## config.mk

```make
export PLATFORM = sky130hd
export DESIGN_NAME = oss_spi_regs
export DESIGN_NICKNAME = d
export VERILOG_FILES = /design/src/rtl/oss_pkg.sv /design/src/rtl/oss_pin_sync.sv /design/src/rtl/oss_fifo.sv /design/src/rtl/oss_spi_regs.sv
export SDC_FILE = /design/constraint.sdc
export NUM_CORES = 1
export LEC_CHECK = 0
export CORE_MARGIN = 3
export CORE_UTILIZATION = 49
export CTS_BUF_LIST = sky130_fd_sc_hd__clkbuf_8
export DETAILED_ROUTE_END_ITERATION = 10
export PLACE_DENSITY = 0.66
export SETUP_SLACK_MARGIN = 0.5
export SLEW_MARGIN = 0
export SYNTH_ARGS = -nofsm -noshare
export SYNTH_HDL_FRONTEND = slang
export SYNTH_HIERARCHICAL = 1
export SYNTH_SLANG_ARGS = --single-unit
```

## constraint.sdc

```tcl
create_clock -name clk -period 9.2 [get_ports clk]
set_clock_uncertainty 0.05 [all_clocks]
set_input_delay 1.84 -clock clk [delete_from_list [all_inputs] [get_ports clk]]
set_output_delay 1.84 -clock clk [all_outputs]
set_load 0.02 [all_outputs]
```

## src/rtl/oss_pkg.sv

```systemverilog
// Shared types for the oversampled SPI register slave.
package oss_pkg;
    // Phase of the serial transfer.
    typedef enum logic [1:0] {
        PH_CMD   = 2'd0,
        PH_DUMMY = 2'd1,
        PH_DATA  = 2'd2,
        PH_DONE  = 2'd3
    } phase_t;
endpackage

```

## src/rtl/oss_pin_sync.sv

```systemverilog
// Brings the serial pins into the system clock domain and finds serial
// clock edges from successive samples.
// Assumes the system clock is at least 4x the serial clock, so that each
// serial clock level is seen on at least two system clock edges.
module oss_pin_sync #(
    parameter int STAGES = 2
) (
    input  logic clk,
    input  logic rst_n,
    input  logic sclk_pin,
    input  logic mosi_pin,
    input  logic cs_n_pin,
    output logic sclk_rise,
    output logic sclk_fall,
    output logic mosi_s,
    output logic cs_idle
);
    logic [STAGES-1:0] sclk_pipe;
    logic [STAGES-1:0] mosi_pipe;
    logic [STAGES-1:0] cs_pipe;
    logic              sclk_last;

    // Shift each pin through its synchronizer chain.
    always_ff @(posedge clk) begin
        if (!rst_n) begin
            sclk_pipe <= '0;
            mosi_pipe <= '0;
            cs_pipe   <= '1;
            sclk_last <= 1'b0;
        end else begin
            sclk_pipe <= {sclk_pipe[STAGES-2:0], sclk_pin};
            mosi_pipe <= {mosi_pipe[STAGES-2:0], mosi_pin};
            cs_pipe   <= {cs_pipe[STAGES-2:0], cs_n_pin};
            sclk_last <= sclk_pipe[STAGES-1];
        end
    end

    assign sclk_rise = sclk_pipe[STAGES-1] & ~sclk_last;
    assign sclk_fall = ~sclk_pipe[STAGES-1] & sclk_last;
    assign mosi_s    = mosi_pipe[STAGES-1];
    assign cs_idle   = cs_pipe[STAGES-1];
endmodule

```

## src/rtl/oss_fifo.sv

```systemverilog
// Single-clock sample FIFO with a first-word-fall-through head output.
// Assumes DEPTH is a power of two. A push while full and a pop while
// empty are both dropped.
module oss_fifo #(
    parameter int DW    = 16,
    parameter int DEPTH = 16
) (
    input  logic                       clk,
    input  logic                       rst_n,
    input  logic                       push,
    input  logic [DW-1:0]              wdata,
    input  logic                       pop,
    output logic [DW-1:0]              head,
    output logic [$clog2(DEPTH+1)-1:0] level,
    output logic                       empty
);
    localparam int AW = $clog2(DEPTH);
    localparam int CW = $clog2(DEPTH+1);
    localparam logic [CW-1:0] FULL_LVL = CW'(DEPTH);

    logic [DW-1:0] mem [DEPTH];
    logic [AW-1:0] wp, rp;
    logic          full, push_ok, pop_ok;

    assign full    = (level == FULL_LVL);
    assign empty   = (level == '0);
    assign push_ok = push & ~full;
    assign pop_ok  = pop & ~empty;
    assign head    = mem[rp];

    // Storage write for accepted pushes.
    always_ff @(posedge clk) begin
        if (push_ok) mem[wp] <= wdata;
    end

    // Pointer and level bookkeeping.
    always_ff @(posedge clk) begin
        if (!rst_n) begin
            wp    <= '0;
            rp    <= '0;
            level <= '0;
        end else begin
            if (push_ok) wp <= wp + 1'b1;
            if (pop_ok)  rp <= rp + 1'b1;
            case ({push_ok, pop_ok})
                2'b10:   level <= level + 1'b1;
                2'b01:   level <= level - 1'b1;
                default: level <= level;
            endcase
        end
    end

    // a push offered while full, with no pop, leaves the FIFO full.
    a_r6_no_overflow: assert property (@(posedge clk) disable iff (!rst_n)
        (full && push && !pop) |=> (level == FULL_LVL));

    // a pop on an empty FIFO, with no push, leaves it empty.
    a_r5_no_underflow: assert property (@(posedge clk) disable iff (!rst_n)
        (empty && pop && !push) |=> empty);
endmodule

```

## src/rtl/oss_spi_regs.sv

```systemverilog
// Mode-0, MSB-first SPI target that works on oversampled pins. A transfer
// is a command byte, DUMMY don't-care cycles, then data. Bit 7 of the
// command selects read (1) or write (0), and bits 6:0 give the address.
// Registers 0..NUM_REGS-1 are 8-bit control registers; register 0 is the
// data_ready threshold. FIFO_ADDR returns {valid, 7'b0, sample} and pops
// the FIFO.
// Assumes DUMMY >= 1, NUM_REGS >= 2, and FIFO_ADDR >= NUM_REGS.
module oss_spi_regs
    import oss_pkg::*;
#(
    parameter int         NUM_REGS    = 4,
    parameter int         DUMMY       = 4,
    parameter int         FIFO_DEPTH  = 16,
    parameter int         SAMPLE_W    = 16,
    parameter int         SYNC_STAGES = 2,
    parameter logic [6:0] FIFO_ADDR   = 7'h10
) (
    input  logic                clk,
    input  logic                rst_n,
    input  logic                spi_sclk,
    input  logic                spi_cs_n,
    input  logic                spi_mosi,
    output logic                spi_miso,
    input  logic                adc_valid,
    input  logic [SAMPLE_W-1:0] adc_sample,
    output logic                data_ready
);
    localparam int RD_W  = SAMPLE_W + 8;
    localparam int CNT_W = $clog2(DUMMY + 8) + 1;
    localparam int IDX_W = $clog2(NUM_REGS);
    localparam int LVL_W = $clog2(FIFO_DEPTH + 1);

    logic               rise, fall, mosi_s, cs_idle;
    phase_t             phase;
    logic [CNT_W-1:0]   bitcnt;
    logic [6:0]         cmd_sh, wr_sh;
    logic               is_read;
    logic [6:0]         addr;
    logic [RD_W-1:0]    rd_sh, rd_word;
    logic               miso_q;
    logic [7:0]         ctrl [NUM_REGS];
    logic               load_stb, wr_stb, fifo_pop, addr_mapped;
    logic [SAMPLE_W-1:0] f_head;
    logic [LVL_W-1:0]   f_level;
    logic               f_empty;

    oss_pin_sync #(.STAGES(SYNC_STAGES)) u_sync (
        .clk(clk), .rst_n(rst_n),
        .sclk_pin(spi_sclk), .mosi_pin(spi_mosi), .cs_n_pin(spi_cs_n),
        .sclk_rise(rise), .sclk_fall(fall), .mosi_s(mosi_s), .cs_idle(cs_idle)
    );

    oss_fifo #(.DW(SAMPLE_W), .DEPTH(FIFO_DEPTH)) u_fifo (
        .clk(clk), .rst_n(rst_n),
        .push(adc_valid), .wdata(adc_sample), .pop(fifo_pop),
        .head(f_head), .level(f_level), .empty(f_empty)
    );

    assign addr_mapped = (int'(addr) < NUM_REGS);
    assign load_stb = rise & ~cs_idle & (phase == PH_DUMMY) & is_read &
                      (bitcnt == CNT_W'(DUMMY - 1));
    assign wr_stb   = rise & ~cs_idle & (phase == PH_DATA) & ~is_read &
                      (bitcnt == CNT_W'(7));
    assign fifo_pop = load_stb & (addr == FIFO_ADDR) & ~f_empty;

    // Select the word a read will return, at the moment the dummy phase ends.
    always_comb begin
        rd_word = '0;
        if (addr == FIFO_ADDR)
            rd_word = {~f_empty, 7'b0, {SAMPLE_W{~f_empty}} & f_head};
        else if (addr_mapped)
            rd_word = {ctrl[addr[IDX_W-1:0]], {SAMPLE_W{1'b0}}};
    end

    // Transfer sequencer: decodes the command, counts the dummy cycles and
    // shifts the data.
    always_ff @(posedge clk) begin
        if (!rst_n) begin
            phase   <= PH_CMD;
            bitcnt  <= '0;
            cmd_sh  <= '0;
            wr_sh   <= '0;
            is_read <= 1'b0;
            addr    <= '0;
            rd_sh   <= '0;
            miso_q  <= 1'b0;
        end else if (cs_idle) begin
            phase  <= PH_CMD;
            bitcnt <= '0;
            miso_q <= 1'b0;
        end else begin
            if (rise) begin
                case (phase)
                    PH_CMD: begin
                        cmd_sh <= {cmd_sh[5:0], mosi_s};
                        if (bitcnt == CNT_W'(7)) begin
                            is_read <= cmd_sh[6];
                            addr    <= {cmd_sh[5:0], mosi_s};
                            bitcnt  <= '0;
                            phase   <= PH_DUMMY;
                        end else begin
                            bitcnt <= bitcnt + 1'b1;
                        end
                    end
                    PH_DUMMY: begin
                        if (bitcnt == CNT_W'(DUMMY - 1)) begin
                            bitcnt <= '0;
                            phase  <= PH_DATA;
                            if (is_read) rd_sh <= rd_word;
                        end else begin
                            bitcnt <= bitcnt + 1'b1;
                        end
                    end
                    PH_DATA: begin
                        wr_sh <= {wr_sh[5:0], mosi_s};
                        if (!is_read) begin
                            if (bitcnt == CNT_W'(7)) phase <= PH_DONE;
                            else bitcnt <= bitcnt + 1'b1;
                        end
                    end
                    default: ;
                endcase
            end
            if (fall) begin
                if (phase == PH_DATA && is_read) begin
                    miso_q <= rd_sh[RD_W-1];
                    rd_sh  <= rd_sh << 1;
                end else begin
                    miso_q <= 1'b0;
                end
            end
        end
    end

    // Control register bank: resets the threshold and stores committed writes.
    always_ff @(posedge clk) begin
        if (!rst_n) begin
            for (int i = 0; i < NUM_REGS; i++)
                ctrl[i] <= (i == 0) ? 8'(FIFO_DEPTH / 2) : 8'h00;
        end else if (wr_stb && addr_mapped) begin
            ctrl[addr[IDX_W-1:0]] <= {wr_sh, mosi_s};
        end
    end

    assign spi_miso   = miso_q;
    assign data_ready = (9'(f_level) >= {1'b0, ctrl[0]});

    // a deselected chip select returns the sequencer to the command phase.
    a_r8_cs_abort: assert property (@(posedge clk) disable iff (!rst_n)
        cs_idle |=> (phase == PH_CMD && bitcnt == '0));

    // a read pops at most once, so two pops never occur back to back.
    a_r4_single_pop: assert property (@(posedge clk) disable iff (!rst_n)
        fifo_pop |=> !fifo_pop);

    // once the pin has been high long enough to pass the synchronizer,
    // MISO is low.
    a_r9_miso_quiet: assert property (@(posedge clk) disable iff (!rst_n)
        ($past(spi_cs_n, 3) && $past(spi_cs_n, 2)) |-> !spi_miso);
endmodule

```

---- Yosys cells after proc, flatten, opt, wreduce, memory -nomap -nowiden ----
Memory sizes are Yosys's and may differ from the RTL's. A register that Yosys moved wholly into a read port is not among the register bits.
Index checks and enable logic that the tools add are counted.
cells by class
  add/sub/neg operators ................... 5
  $mul .................................... 0
  div/mod/pow operators ................... 0
  order comparisons ....................... 2
  eq/ne operators ......................... 13
  shifts and indexed selects .............. 0
  mux-type cells .......................... 33
  bitwise logic cells ..................... 21
  reduce and logical (&&, ||, !) cells .... 13
operators by type and width
  operator             count
  $mux 24              8
  $mux 5               4
  $and 16x16->16       1
  $pmux 5 s3           1
  $mux 2               7
  $and 1x1->1          13
  $add 5x1->5 const B  2
  $pmux 5 s2           1
  $add 4x1->4 const B  2
  $ge 5x8->1           1
  $mux 1               8
  $mux 4               2
  $mux 8               1
  $reduce_and 4->1     2
  $reduce_or 8->1      1
  $eq 7x5->1 const B   1
  $lt 7x3->1 const B   1
  $not 1->1            7
  $ne 2x2->1 const B   3
  $pmux 2 s3           1
  $reduce_and 3->1     2
  $reduce_and 6->1     1
  $eq 5x2->1 const B   1
  $eq 5x3->1 const B   1
  other kinds (11)     15
storage, ports and cells
  flip-flop bits (word level) ............. 74
  latch bits .............................. 0
  memory bits (writable) .................. 288
  ROM bits ................................ 0
  input port bits ......................... 22
  memories ................................ 2
memories
  memory      words  width  rd ports  clocked after memory_dff  wr ports  RTL line            text
  u_fifo.mem  16     16     1         1                         1         oss_fifo.sv:21      logic [DW-1:0] mem [DEPTH];
  ctrl        4      8      2         1                         4         oss_spi_regs.sv:41  logic [7:0] ctrl [NUM_REGS];

---- Longest topological paths before layout ----
  depth in word-level cells ............... 12
  mapped depth ............................ 16
  gate-level depth less buffers ........... 15

---- Cells and area by module ----
The synthesis kept the hierarchy.
modules (own cells, without submodules)
  module        times used  cells an instance  area an instance (µm²)  sequential area each (µm²)
  oss_fifo      1           524                10657.7                 8027.7
  oss_spi_regs  1           402                4355.4                  2082.0
  oss_pin_sync  1           16                 196.4                   140.1

---- Worst setup path after synthesis ----
Ideal clock, no wire load.
  path type ............................... in2reg
  start point ............................. input adc_valid
  end point ............................... memory u_fifo.mem[0][0], enable pin
  library setup time ...................... 0.409 ns
  data arrival time ....................... 3.299 ns
  setup slack ............................. 5.442 ns
  cell stages on the path ................. 4
  path buffers ............................ 1
  path through ............................ o21a_1 > buf_6 > nand2_1 > nor3_1
on the way
  word-level cells in the longest chain between the ends .. 3
ends and longest elaborated chain
  item                          RTL line            text
  from (decl)                   oss_spi_regs.sv:24  input logic adc_valid,
  $and 1x1->1                   oss_fifo.sv:27      assign push_ok = push & ~full;
  $mux 1                        oss_fifo.sv:33      if (push_ok) mem[wp] <= wdata;
  $mux 1 (not written as such)  oss_fifo.sv:33
  to (decl)                     oss_fifo.sv:21
Every way passes these cells.

==> qor.yml <==
netlist_instances: 942
n_antenna_cell: 0
tns_ns: 0
cts_tree: "built"
clkTransAtPathRegs_ns: 0.06
antenna_found_initial: 0
hpwl_mm: 19.5
yosysUniqueCellTypes: 68
power_density_mw_per_mm2: 190
routed_via_density: 5.78
drt-total-wl_mm: 31.3
num-fill-cells: 2394
status: "complete, no violations"
fmax_mhz: 229
fin_ws_ns: 4.84
crit_arrival_ns: 2.47
fin_crit_ns: 4.36
synthFlopType: "edfxtp_1"
fp-row-count: 63
syn_area_mm2: 0.0152
rsz0062_at_grt: "false"
cts.sinks: 368
cp-start-kind: "register"
holdBufCountCts: 0
max_stage_delay_ns: 0.54
wire_per_inst_um: 22.1
pin_count: 24
period_share: 0.474
tightest_slew_ns: 1.11
slew_viol_final: 0
antenna_left: 0
relSlewSlack: 0.257
r2r-start: "bitcnt[0]$_SDFFE_PP0P_"
globalplace.congestion: 0.817
post-cts-setup-buffer-count: 0
grt-busiest-layer: "met2"
cts_root_buf: "clkbuf_8"
finalHoldViolCount: 0
finalSetupViolCount: 0
first_pass_iters: 5
critPathCaptureType: "primary output"
async_flop_share: 0
initial_core_util: 0.505
coreArea_mm2: 0.0301
startpoint: "ctrl[0][0]$_SDFFCE_PN0P_"
cp.required_ns: 7.31
grt_pass1_wl_mm: 49.2
p_leak_nw: 5.77
cts_max_level: 2
portBuffers: 23
worstSetupPathType: "register to primary output"
dp_slack_ns: 4.79
grt_pass1_vias: 8598
nets: 1023
drive_gt1_frac: 0.201
ys_seq_area_frac: 0.674
synth-edff-count: 288
clockBufferDepth: 3
hold_class: "register to register"
peakVddDrop_mv: 0.164
synth_nets: 983
met1_usage: 0.278
grt-ovfl-total: 0
chipHeight_um: 182
grt.met3_usage: 0.0433
cp_cell_sequence: "ha_1 > nand2b_1 > a21oi_1 > nor2b_1 > o21ai_0 > a21oi_1 > clkdlybuf4s50_1"
grt_use_met2: 0.296
crit_fanout: 2
ys_ff_latch: 368
drcViolationCount: 0
cts_resized: 0
grt_usage: 0.192
grt_max_degree: 84
cap_violations: 0
yosys_warnings: 6
drtIter0Drc: 639
area_growth_pct: 10.8
min_from: "u_sync/cs_pipe[0]$_SDFF_PN1_"
vias: 8192
cp_slowest_cell: "clkdlybuf4s50_1"
dieArea_mm2: 0.0332
avgSynthCellArea_um2: 16.1
path_common_cell: "a21oi_1"
fp.dieW_um: 182
insertion_delay_ns: 0.63
numCtsBuffers: 59
[state kept, by name, summed over array words and instances (netlist names), 2 cells and up, named ones only]
register	count
phase	2
u_fifo/wp	4
addr	7
u_fifo/level	5
u_fifo/mem	256
u_sync/sclk_pipe	2
wr_sh	7
cmd_sh	7
u_sync/mosi_pipe	2
ctrl	32
u_sync/cs_pipe	2
u_fifo/rp	4
bitcnt	5
rd_sh	24
[Yosys cell counts, types with 2 or more instances]
cell       instances  area share
mux2i_1           27       0.018
nand2_1           39      0.0096
and3b_1            2      0.0012
o221ai_1           4      0.0023
o31ai_1            3      0.0015
a21oi_1           15      0.0049
a211oi_1           2     0.00099
inv_1             25      0.0062
a22oi_1           32       0.016
o2111ai_1          3      0.0017
nand2b_1          10      0.0041
xnor2_1            6      0.0035
or3_1              3      0.0012
mux4_2            72        0.11
a221oi_2          10      0.0099
and2_1            38       0.016
nor3_2            10      0.0066
nand4b_1           4      0.0023
clkbuf_1          29      0.0072
or2_2              2     0.00082
ha_1              19       0.016
nor2b_1           38       0.016
dfxtp_1           80        0.11
nor3_1            29      0.0095
edfxtp_1         288        0.57
nand3_1           14      0.0046
o211a_1            2      0.0013
o21a_1             6      0.0030
nand3b_1           3      0.0015
a221oi_1           5      0.0029
nand4_1            5      0.0021
a21o_1             2     0.00099
buf_1              2     0.00049
and3_1            11      0.0045
buf_2             17      0.0056
buf_6              3      0.0022
o21ai_0           24      0.0079
nor2_1            26      0.0064
o211ai_1           3      0.0015
[final cells by class]
cell class	count	area (um2)	area share
sequential	368	10300	0.609
multi-input combinational	492	4620	0.274
clock buffer	62	853	0.0507
tap	390	488	0.0290
timing repair buffer	35	315	0.0187
clock inverter	44	215	0.0128
inverter	26	97.6	0.00579
[placed cells by master, fill, tap and decap left out, types with 12 or more instances in the layout]
| cell | synthesis | final |
|---|---|---|
| inv_1 | 25 | 53 |
| and2_1 | 38 | 38 |
| a22oi_1 | 32 | 32 |
| a21oi_1 | 15 | 15 |
| nor2_1 | 26 | 14 |
| nand2_1 | 39 | 39 |
| mux2i_1 | 27 | 27 |
| dfxtp_1 | 80 | 78 |
| nand3_1 | 14 | 14 |
| buf_4 | 1 | 12 |
| mux4_2 | 72 | 72 |
| clkdlybuf4s50_1 | 0 | 22 |
| nor2b_1 | 38 | 38 |
| edfxtp_1 | 288 | 288 |
| o21ai_0 | 24 | 24 |
| ha_1 | 19 | 19 |
| nor3_2 | 10 | 14 |
| nor2_2 | 0 | 12 |
| clkbuf_8 | 1 | 62 |
| nor3_1 | 29 | 25 |
[per-layer routing]
layer  part of all wire  wire length, um
met2               0.46            14500
met1               0.44            13800
met4              0.019              597
met5                  0                0
met3              0.078             2430
[through the flow]
stage / power [mW] / cell area (um2) / cells / hold slack (ns) / util
floorplan: 1.92 / 15200 / 942 / 0.336 / -
global route: 3.33 / 16800 / 1417 / 0.397 / 0.559
CTS: 3.24 / 16800 / 1417 / 0.387 / 0.559
detailed placement: 1.97 / 15800 / 1311 / 0.365 / 0.524
global placement: 1.97 / 15800 / 1311 / 0.373 / 0.524
finish: 3.20 / 16800 / 1417 / 0.382 / 0.559
[report_power, final]
group          switching, mW  leakage, nW  total [mW]  internal (mW)
registers             0.0133         3.27        1.83           1.82
logic                 0.0668         1.85       0.103         0.0365
clock network          0.618        0.653        1.27          0.649
[critical path: cells and delay by family (launching register included)]
kind | cells | cell delay, ns
flops | 1 | 0.45
simple gates | 2 | 0.19
compound gates | 3 | 0.37
buf+inv | 1 | 0.54
fa+ha+maj | 1 | 0.30
[final timing paths]
check                                 endpoint  slack (ns)  cells past startpoint
setup / recovery                    data_ready        4.84                      7
hold / removal    u_sync/cs_pipe[1]$_SDFF_PN1_        0.38                      1
setup reg to reg  u_fifo/level[4]$_SDFFE_PN0P_        5.28                     14
hold reg to reg   u_sync/cs_pipe[1]$_SDFF_PN1_        0.38                      1
[logic make-up after synthesis]
kind of cell / share of synthesized area
flops: 0.674
mux: 0.124
simple gates: 0.0956
buf+inv: 0.0255
xor+xnor: 0.00403
fa+ha+maj: 0.0156
compound gates: 0.0610
No activity file was read; power rests on OpenSTA's default activity.
